**src/rtl/vrev_pkg.sv**
```systemverilog
package vrev_pkg;

    localparam int INSN_W = 32;
    localparam int REG_W  = 5;

    typedef enum logic [1:0] {
        OP_NONE = 2'd0,
        OP_C64  = 2'd1,
        OP_C32  = 2'd2,
        OP_C16  = 2'd3
    } rev_op_e;

    typedef struct packed {
        rev_op_e          op;
        logic             full;
        logic [1:0]       esize;
        logic             undef;
        logic             nomatch;
        logic [REG_W-1:0] rn;
        logic [REG_W-1:0] rd;
    } rev_dec_t;

endpackage

```
**src/rtl/vrev_decode.sv**
```systemverilog
module vrev_decode
    import vrev_pkg::*;
(
    input  logic [INSN_W-1:0] insn,
    output rev_dec_t          dec
);

    localparam logic [5:0]  GRP_LO  = 6'h0E;
    localparam logic [5:0]  GRP_HI  = 6'h2E;
    localparam logic [11:0] SUB_A   = 12'h802;
    localparam logic [11:0] SUB_B   = 12'h806;

    logic top_ok;
    assign top_ok = (insn[31] == 1'b0);

    always_comb begin
        dec       = '0;
        dec.full  = insn[30];
        dec.esize = insn[23:22];
        dec.rn    = insn[9:5];
        dec.rd    = insn[4:0];
        if (top_ok && insn[29:24] == GRP_LO && insn[21:10] == SUB_A)
            dec.op = OP_C64;
        else if (top_ok && insn[29:24] == GRP_LO && insn[21:10] == SUB_B)
            dec.op = OP_C16;
        else if (top_ok && insn[29:24] == GRP_HI && insn[21:10] == SUB_A)
            dec.op = OP_C32;
        else
            dec.op = OP_NONE;

        dec.nomatch = (dec.op == OP_NONE);
        unique case (dec.op)
            OP_C64:  dec.undef = (dec.esize == 2'd3);
            OP_C32:  dec.undef = dec.esize[1];
            OP_C16:  dec.undef = (dec.esize != 2'd0);
            default: dec.undef = 1'b0;
        endcase
    end

endmodule

```
**src/rtl/vrev_permute.sv**
```systemverilog
module vrev_permute
    import vrev_pkg::*;
#(
    parameter int VEC_W = 128
) (
    input  logic [VEC_W-1:0] vec,
    input  rev_op_e          op,
    input  logic [1:0]       esize,
    input  logic             full,
    output logic [VEC_W-1:0] res
);

    localparam int NBYTES = VEC_W / 8;
    localparam int HALF_B = NBYTES / 2;
    localparam int IDX_W  = $clog2(NBYTES);

    logic [2:0] cont_mask;
    logic [2:0] elem_mask;
    logic [2:0] swap_mask;

    always_comb begin
        unique case (op)
            OP_C64:  cont_mask = 3'd7;
            OP_C32:  cont_mask = 3'd3;
            OP_C16:  cont_mask = 3'd1;
            default: cont_mask = 3'd0;
        endcase
        unique case (esize)
            2'd0:    elem_mask = 3'd0;
            2'd1:    elem_mask = 3'd1;
            2'd2:    elem_mask = 3'd3;
            default: elem_mask = 3'd7;
        endcase
        swap_mask = cont_mask ^ elem_mask;
    end

    for (genvar b = 0; b < NBYTES; b++) begin : g_lane
        logic [IDX_W-1:0] src_idx;
        logic [7:0]       picked;
        assign src_idx = IDX_W'(b) ^ IDX_W'(swap_mask);
        assign picked  = vec[src_idx*8 +: 8];
        if (b >= HALF_B) begin : g_upper
            assign res[b*8 +: 8] = full ? picked : 8'h00;
        end else begin : g_lower
            assign res[b*8 +: 8] = picked;
        end
    end

endmodule

```
**src/rtl/vrev_unit.sv**
```systemverilog
module vrev_unit
    import vrev_pkg::*;
#(
    parameter int VEC_W = 128
) (
    input  logic              clk,
    input  logic              rst_n,
    input  logic              in_valid,
    input  logic [31:0]       in_insn,
    input  logic [VEC_W-1:0]  in_vec,
    output logic              out_valid,
    output logic [VEC_W-1:0]  out_data,
    output logic              out_undef,
    output logic              out_nomatch,
    output logic [4:0]        out_rn,
    output logic [4:0]        out_rd
);

    typedef struct packed {
        logic             valid;
        logic [VEC_W-1:0] data;
        logic             undef;
        logic             nomatch;
        logic [REG_W-1:0] rn;
        logic [REG_W-1:0] rd;
    } stage_t;

    rev_dec_t         dec;
    logic [VEC_W-1:0] perm;
    stage_t           stage_d;
    stage_t           stage_q;

    vrev_decode u_dec (
        .insn (in_insn),
        .dec  (dec)
    );

    vrev_permute #(.VEC_W(VEC_W)) u_perm (
        .vec   (in_vec),
        .op    (dec.op),
        .esize (dec.esize),
        .full  (dec.full),
        .res   (perm)
    );

    always_comb begin
        stage_d       = stage_q;
        stage_d.valid = in_valid;
        if (in_valid) begin
            stage_d.undef   = dec.undef;
            stage_d.nomatch = dec.nomatch;
            stage_d.rn      = dec.rn;
            stage_d.rd      = dec.rd;
            stage_d.data    = (dec.undef || dec.nomatch) ? '0 : perm;
        end
    end

    always_ff @(posedge clk or negedge rst_n) begin
        if (!rst_n) stage_q <= '0;
        else        stage_q <= stage_d;
    end

    assign out_valid   = stage_q.valid;
    assign out_data    = stage_q.data;
    assign out_undef   = stage_q.undef;
    assign out_nomatch = stage_q.nomatch;
    assign out_rn      = stage_q.rn;
    assign out_rd      = stage_q.rd;

endmodule

```
**config.mk**
```make
export PLATFORM = sky130hd
export DESIGN_NAME = vrev_unit
export DESIGN_NICKNAME = d
export VERILOG_FILES = /design/src/rtl/vrev_pkg.sv /design/src/rtl/vrev_decode.sv /design/src/rtl/vrev_permute.sv /design/src/rtl/vrev_unit.sv
export SDC_FILE = /design/constraint.sdc
export NUM_CORES = 1
export LEC_CHECK = 0
export BUFFER_PORTS_ARGS = -buffer_cell sky130_fd_sc_hd__buf_4
export CAP_MARGIN = 10
export CORE_ASPECT_RATIO = 0.8
export CORE_MARGIN = 8
export CORE_UTILIZATION = 40
export DETAILED_ROUTE_END_ITERATION = 8
export GPL_ROUTABILITY_DRIVEN = 0
export GPL_TIMING_DRIVEN = 1
export PLACE_DENSITY = 0.71
export SYNTH_ARGS = -nofsm -noshare
export SYNTH_HDL_FRONTEND = slang
export SYNTH_SLANG_ARGS = --single-unit
```
**constraint.sdc**
```tcl
create_clock -name clk -period 1.54 [get_ports clk]
set_input_delay 0.231 -clock clk [delete_from_list [all_inputs] [get_ports clk]]
set_output_delay 0.231 -clock clk [all_outputs]
set_load 0.005 [all_outputs]
```
; ---- Word-level counts from Yosys, hierarchy flattened
; Index checks and enable logic that the tools add are counted.
[totals]
regBits = 141
input_bits = 163
[op_classes]
muxes = 15
n_reduce_logical = 9
shifts = 16
eq_ne = 10
n_bitwise = 16
[ops]
columns = cell, n
row1 = indexed part select 128 x 7 -> 8 bit, 8
row2 = indexed part select 128 x 8 -> 8 bit, 8
row3 = 2-to-1 mux 128 bit, 1
row4 = 2-to-1 mux 8 bit, 8
row5 = "== test 12 bit, second input constant", 2
row6 = one-hot mux 3 bit (3 select lines), 2
row7 = inverter 2 -> 3 bit, 3
row8 = "== test 2 bit, second input constant", 4
row9 = "== test 6 x 4 -> 1 bit, second input constant", 1
row10 = "== test 6 bit, second input constant", 1
row11 = 2-to-1 mux 2 bit, 3
row12 = inverter 1 -> 2 bit, 3
row13 = inverter 2 bit, 3
row14 = logical AND 1 bit, 5
row15 = "== test 2 x 1 -> 1 bit, second input constant", 2
row16 = logical NOT 2 bit, 2
row17 = inverter 1 bit, 4
row18 = inverter 3 -> 4 bit, 1
row19 = inverter 3 bit, 1
row20 = one-hot mux 1 bit (3 select lines), 1
row21 = XOR 3 bit, 1
row22 = nonzero test 2 bit, 1
row23 = logical OR 1 bit, 1

; ---- Logic depth before layout (Yosys ltp)
[depth]
ltp_word = 13
depth_mapped = 14

; ---- By module
; Synthesis repeated with hierarchy kept, for this count alone.
[hier_totals]
cells_unflattened = 1327
hier_area_um2 = 13105.1
[modules_own_cells]
columns = module, area_each_um2, cells_each, instances, seq_area_each_um2
row1 = vrev_unit, 6513.7, 582, 1, 3528.4
row2 = vrev_permute, 6359.8, 716, 1, 0.0
row3 = vrev_decode, 231.5, 29, 1, 0.0

; ---- Worst setup path after synthesis
; No wires, ideal clock.
[synth_path]
path_kind = in2reg
from = in in_insn[19]
to = reg stage_q (netlist bit out_data[81])
n_path_buf = 1
arrival_ns = 2.671
stages = 10
required_time_ns = 1.396
slack_ns = -1.276
setup_ns = 0.144
cell_sequence = nor4b_1 nand4_1 or3_1 ha_1 xor2_4 buf_8 mux2i_1 mux2i_1 nand3_1 o221ai_2
[synth_via]
elab_chain_cells = 12
word_cells_on_any_way = 20
cone_classes = eq/ne (5) / shift (1) / mux (7) / bitwise (2) / reduce/logical (5)
[synth_rtl]
columns = item, line_no
row1 = from (decl), vrev_unit.sv:9  ; input logic [31:0] in_insn,
row2 = == test 12 bit, "vrev_decode.sv:22, vrev_decode.sv:26"
row3 = logical AND 1 bit, vrev_decode.sv:26  ; else if (top_ok && insn[29:24] == GRP_HI && insn[21:10] == SUB_A)
row4 = 2-to-1 mux 2 bit, vrev_decode.sv:26
row5 = 2-to-1 mux 2 bit, vrev_decode.sv:24  ; else if (top_ok && insn[29:24] == GRP_LO && insn[21:10] == SUB_B)
row6 = 2-to-1 mux 2 bit (*), vrev_decode.sv:22  ; if (top_ok && insn[29:24] == GRP_LO && insn[21:10] == SUB_A)
row7 = == test 2 bit / == test 2 x 1 -> 1 bit (equally long branches), "vrev_decode.sv:32, vrev_permute.sv:22"
row8 = one-hot mux 3 bit (3 select lines), vrev_permute.sv:22  ; unique case (op)
row9 = XOR 3 bit, vrev_permute.sv:34  ; swap_mask = cont_mask ^ elem_mask;
row10 = inverter 1 -> 2 bit (no source line), n/a
row11 = indexed part select 128 x 8 -> 8 bit, vrev_permute.sv:41  ; assign picked = vec[src_idx*8 +: 8];
row12 = 2-to-1 mux 8 bit, vrev_permute.sv:43  ; assign res[b*8 +: 8] = full ? picked : 8'h00;
row13 = 2-to-1 mux 128 bit (*), vrev_unit.sv:54  ; stage_d.data = (dec.undef || dec.nomatch) ? '0 : perm;
row14 = to (signal assigned), vrev_unit.sv:60  ; else stage_q <= stage_d;
row15 = to (decl), vrev_unit.sv:31  ; stage_t stage_q;
; Mark *: on every way between the ends. The rest lies on a longest branch, timed or not.
; A chain may end at the register's enable or synchronous reset.

; ---- Worst setup path in the final report
[layout_path]
from = in in_insn[15]
to = reg stage_q (netlist bit out_data[93])
[layout_via]
elab_chain_cells = 12
word_cells_on_any_way = 20
cone_classes = eq/ne (5) / shift (1) / mux (7) / bitwise (2) / reduce/logical (5)
[layout_rtl]
columns = item, line_no
row1 = == test 12 bit, "vrev_decode.sv:22, vrev_decode.sv:26"
row2 = logical AND 1 bit, vrev_decode.sv:26
row3 = 2-to-1 mux 2 bit, vrev_decode.sv:26
row4 = 2-to-1 mux 2 bit, vrev_decode.sv:24
row5 = 2-to-1 mux 2 bit (*), vrev_decode.sv:22
row6 = == test 2 bit / == test 2 x 1 -> 1 bit (equally long branches), "vrev_decode.sv:32, vrev_permute.sv:22"
row7 = one-hot mux 3 bit (3 select lines), vrev_permute.sv:22
row8 = XOR 3 bit, vrev_permute.sv:34
row9 = inverter 2 -> 3 bit (no source line), n/a
row10 = indexed part select 128 x 8 -> 8 bit, vrev_permute.sv:41
row11 = 2-to-1 mux 8 bit, vrev_permute.sv:43
row12 = 2-to-1 mux 128 bit (*), vrev_unit.sv:54
; Marks and branches as above.

==> flow_summary.toml <==
[setup_path]
startpoint_type = "input port"
critPathMaxFanout = 6
cp_slowest_cell = "or3_4"
critPathTopFamily = "simple AND/OR/NAND/NOR gates"
cp_cell_sequence = "buf_6 -> nor4_4 -> nand4_1 -> or3_4 -> ha_4 -> xor2_4 -> buf_12 -> buf_8 -> buf_16 -> mux2i_4 -> mux2i_2 -> nand2_1 -> o221ai_2"
cp_data_required_time_ns = 1.84
worstSetupPathType = "input port to flop"
reg2reg_slack_ns = 0.69
worstSetupEndpointType = "flop"
reg2regPathDepth = 2
cp_data_arrival_time_ns = 2.82
slowest_delay_ns = 0.38
reg2reg_to = "out_data[86]"
crit_buf_inv = 4
r2r-start = "out_data[86]"

[floorplanning]
dieHeight_um = 158
rows = 52
die-area_mm2 = 0.0307
die_w_um = 194
top_level_ports = 304
core_mm2 = 0.0251
initial_core_util = 0.403

[finish]
seqCellArea_mm2 = 0.00353
syn_to_final_growth_pct = 65.6
nets = 1553
n_fill_cell = 1762
design_area_mm2 = 0.0168
drive_above_1_share = 0.564
multi_input_area_mm2 = 0.00778
final_util = 0.668

[timing]
fin_skew_ns = 0
fmax_mhz = 397
fin_ws_ns = -0.981
min_period_over_period = 1.64
setup_viol = 128
fin_crit_ns = 2.52
slew_violations = 0
worstMarginPinSlew_ns = 0.373
relSlewSlack = 0.744
hold_viol = 0
rsz0062_at_grt = "yes"

[pwr]
peakVddDrop_uv = 764
leakage_nw = 6.52
power_per_cell_area_mw_per_mm2 = 664

[yosys]
synthXorXnorAreaFrac = 0.00803
synth.most_common_cell = "mux2i_1"
synth_cell_types = 33
synth_compound_area_frac = 0.151
avgSynthCellArea_um2 = 9.63
ys_seq_area_frac = 0.348
synth-edff-count = 0
netlist_top_cells_count = "mux2i_1, dfrtp_1, nand2_1"
yosys.area_share.simple = 0.123
yosysWarnings = 0
synth_ff_type = "dfrtp_1"
synth_area_mm2 = 0.0101
synth_top_area_cell = "dfrtp_1"
synth.area.top_cells = "dfrtp_1, mux2i_1, o221ai_2"
muxShareOfSynthArea = 0.265
synth_top_family_by_area = "multiplexers"
yosys.area.top_type_share = 0.348
synth_fa_ha_area_frac = 0.00247
postSynth.asyncResetShare = 1.00
synth-seq-cells = 141
netlist_instances = 1052
synth_fp_nets = 1217

[cts]
cts_tree = "built"
clk_pin_slew_ns = 0.07
htreeDepth = 4
clkLatencyLatePin_ns = 0.42
numClockSinks = 141
cts_buffer_depth = 2
root_buffer = "clkbuf_16"
cts_buffers = 17

[detailed_routing]
wirelength_um = 44200
drt_pre_antenna_iters = 5
vias_per_cell = 5.93
drcViolationCount = 0
wire_per_inst_um = 25.6
vias = 10200
drtIter0Drc = 971
antenna_left = 0

[placed_design]
dp_hpwl_um = 28300
placedInstanceArea_mm2 = 0.0134
port_buffers = 303
dp_slack_ns = -1.42

[status]
violations = "setup timing"
status = "finished, violations left"

[global_routing]
grt.total_usage = 0.252
grt_pass1_wl_um = 59600
antenna_found_initial = 2
grt_max_degree = 55
grt.overflow.total = 0
grt_pass1_vias = 9747

[job]
cap_violations = 0

[worst_hold_path]
min_path_type = "input port to flop"
hold_start = "in_insn[8]"
hold_path_end = "out_rn[3]"
hold_path_depth = 2
flip-flops by register name, summed over array words and instances, names as in the netlist:
signal       count
out_data       128
out_nomatch      1
out_valid        1
out_undef        1
out_rn           5
out_rd           5
worst max path at each step:
stage,from,to,slack [ns],depth (start not counted)
final,in_insn[15],out_data[93],-0.98,13
after global routing,in_insn[15],out_data[67],-1.11,13
after CTS,in_insn[13],out_data[104],-0.92,13
after detailed placement,in_insn[15],out_data[121],-1.42,14
after global placement,in_insn[28],out_data[121],-1.39,12
after floorplan,in_insn[28],out_data[63],-1.09,10
cell type report:
type,instances,share of cell area
Inverter,130,0.0291
Multi-Input combinational cell,682,0.464
Timing Repair Buffer,416,0.237
Antenna cell,1,0.000149
Sequential cell,141,0.210
Clock inverter,13,0.00917
Tap cell,324,0.0242
Clock buffer,18,0.0262
through the flow:
step                std cells  power [W]  TNS [ns]  hold slack [ns]
global placement         1667    0.00575   -160.89            0.164
finish                   1725     0.0111   -110.62           0.0385
CTS                      1719     0.0106   -105.95           0.0180
global route             1724     0.0115   -122.39           0.0211
detailed placement       1667    0.00578   -165.52            0.176
floorplan                1052    0.00482   -130.55          -0.0646
cells by family (layout without fill, tap and decap cells):
| logic type | Yosys count | in the layout |
|---|---|---|
| buffers and inverters | 229 | 577 |
| muxes | 267 | 267 |
| and+or+nand+nor | 275 | 275 |
| AOI/OAI and AO/OA | 133 | 133 |
| xor gates and xnor gates | 5 | 5 |
| DFF | 141 | 141 |
| other | 0 | 1 |
| adders and majority gates | 2 | 2 |
metal layers:
metal	track usage	up-vias	part of all wire
met5	0	-	0.00027
met3	0.0946	135	0.10
met4	0.113	2	0.049
li1	-	4495	-
met1	0.323	5086	0.40
met2	0.375	516	0.45
placed cells by master, fill, tap and decap left out, drive strengths merged, types with 3 or more instances in the layout:
master / n
inv: 135
clkbuf: 22
mux2: 11
clkinv: 4
mux2i: 256
dfrtp: 141
nor4b: 3
buf: 411
nand2: 131
xnor2: 3
nand3: 129
nor2: 4
o221ai: 128
repair_timing:
| item | CTS | global route |
|---|---|---|
| setup endpoints to repair | 128 | 128 |
| cloned | 7 | 6 |
| hold buffers | 1 | 0 |
| hold endpoints to repair | 32 | 0 |
| resized for setup | 226 | 208 |
| pin swaps | 66 | 83 |
| buffers inserted | 18 | 7 |
worst register-to-register path, cell delays in order, from the launching register on:
cell      delay (ns)
dfrtp_1         0.52
inv_1           0.09
o221ai_2        0.16
where the power goes:
part           switching [W]  leakage, nW  total, W  internal (W)
Clock                0.00186        0.284   0.00432       0.00246
Sequential         0.0000151         1.94   0.00374       0.00373
Combinational        0.00159         4.30   0.00308       0.00149
Power figures use the tool's default switching activity.
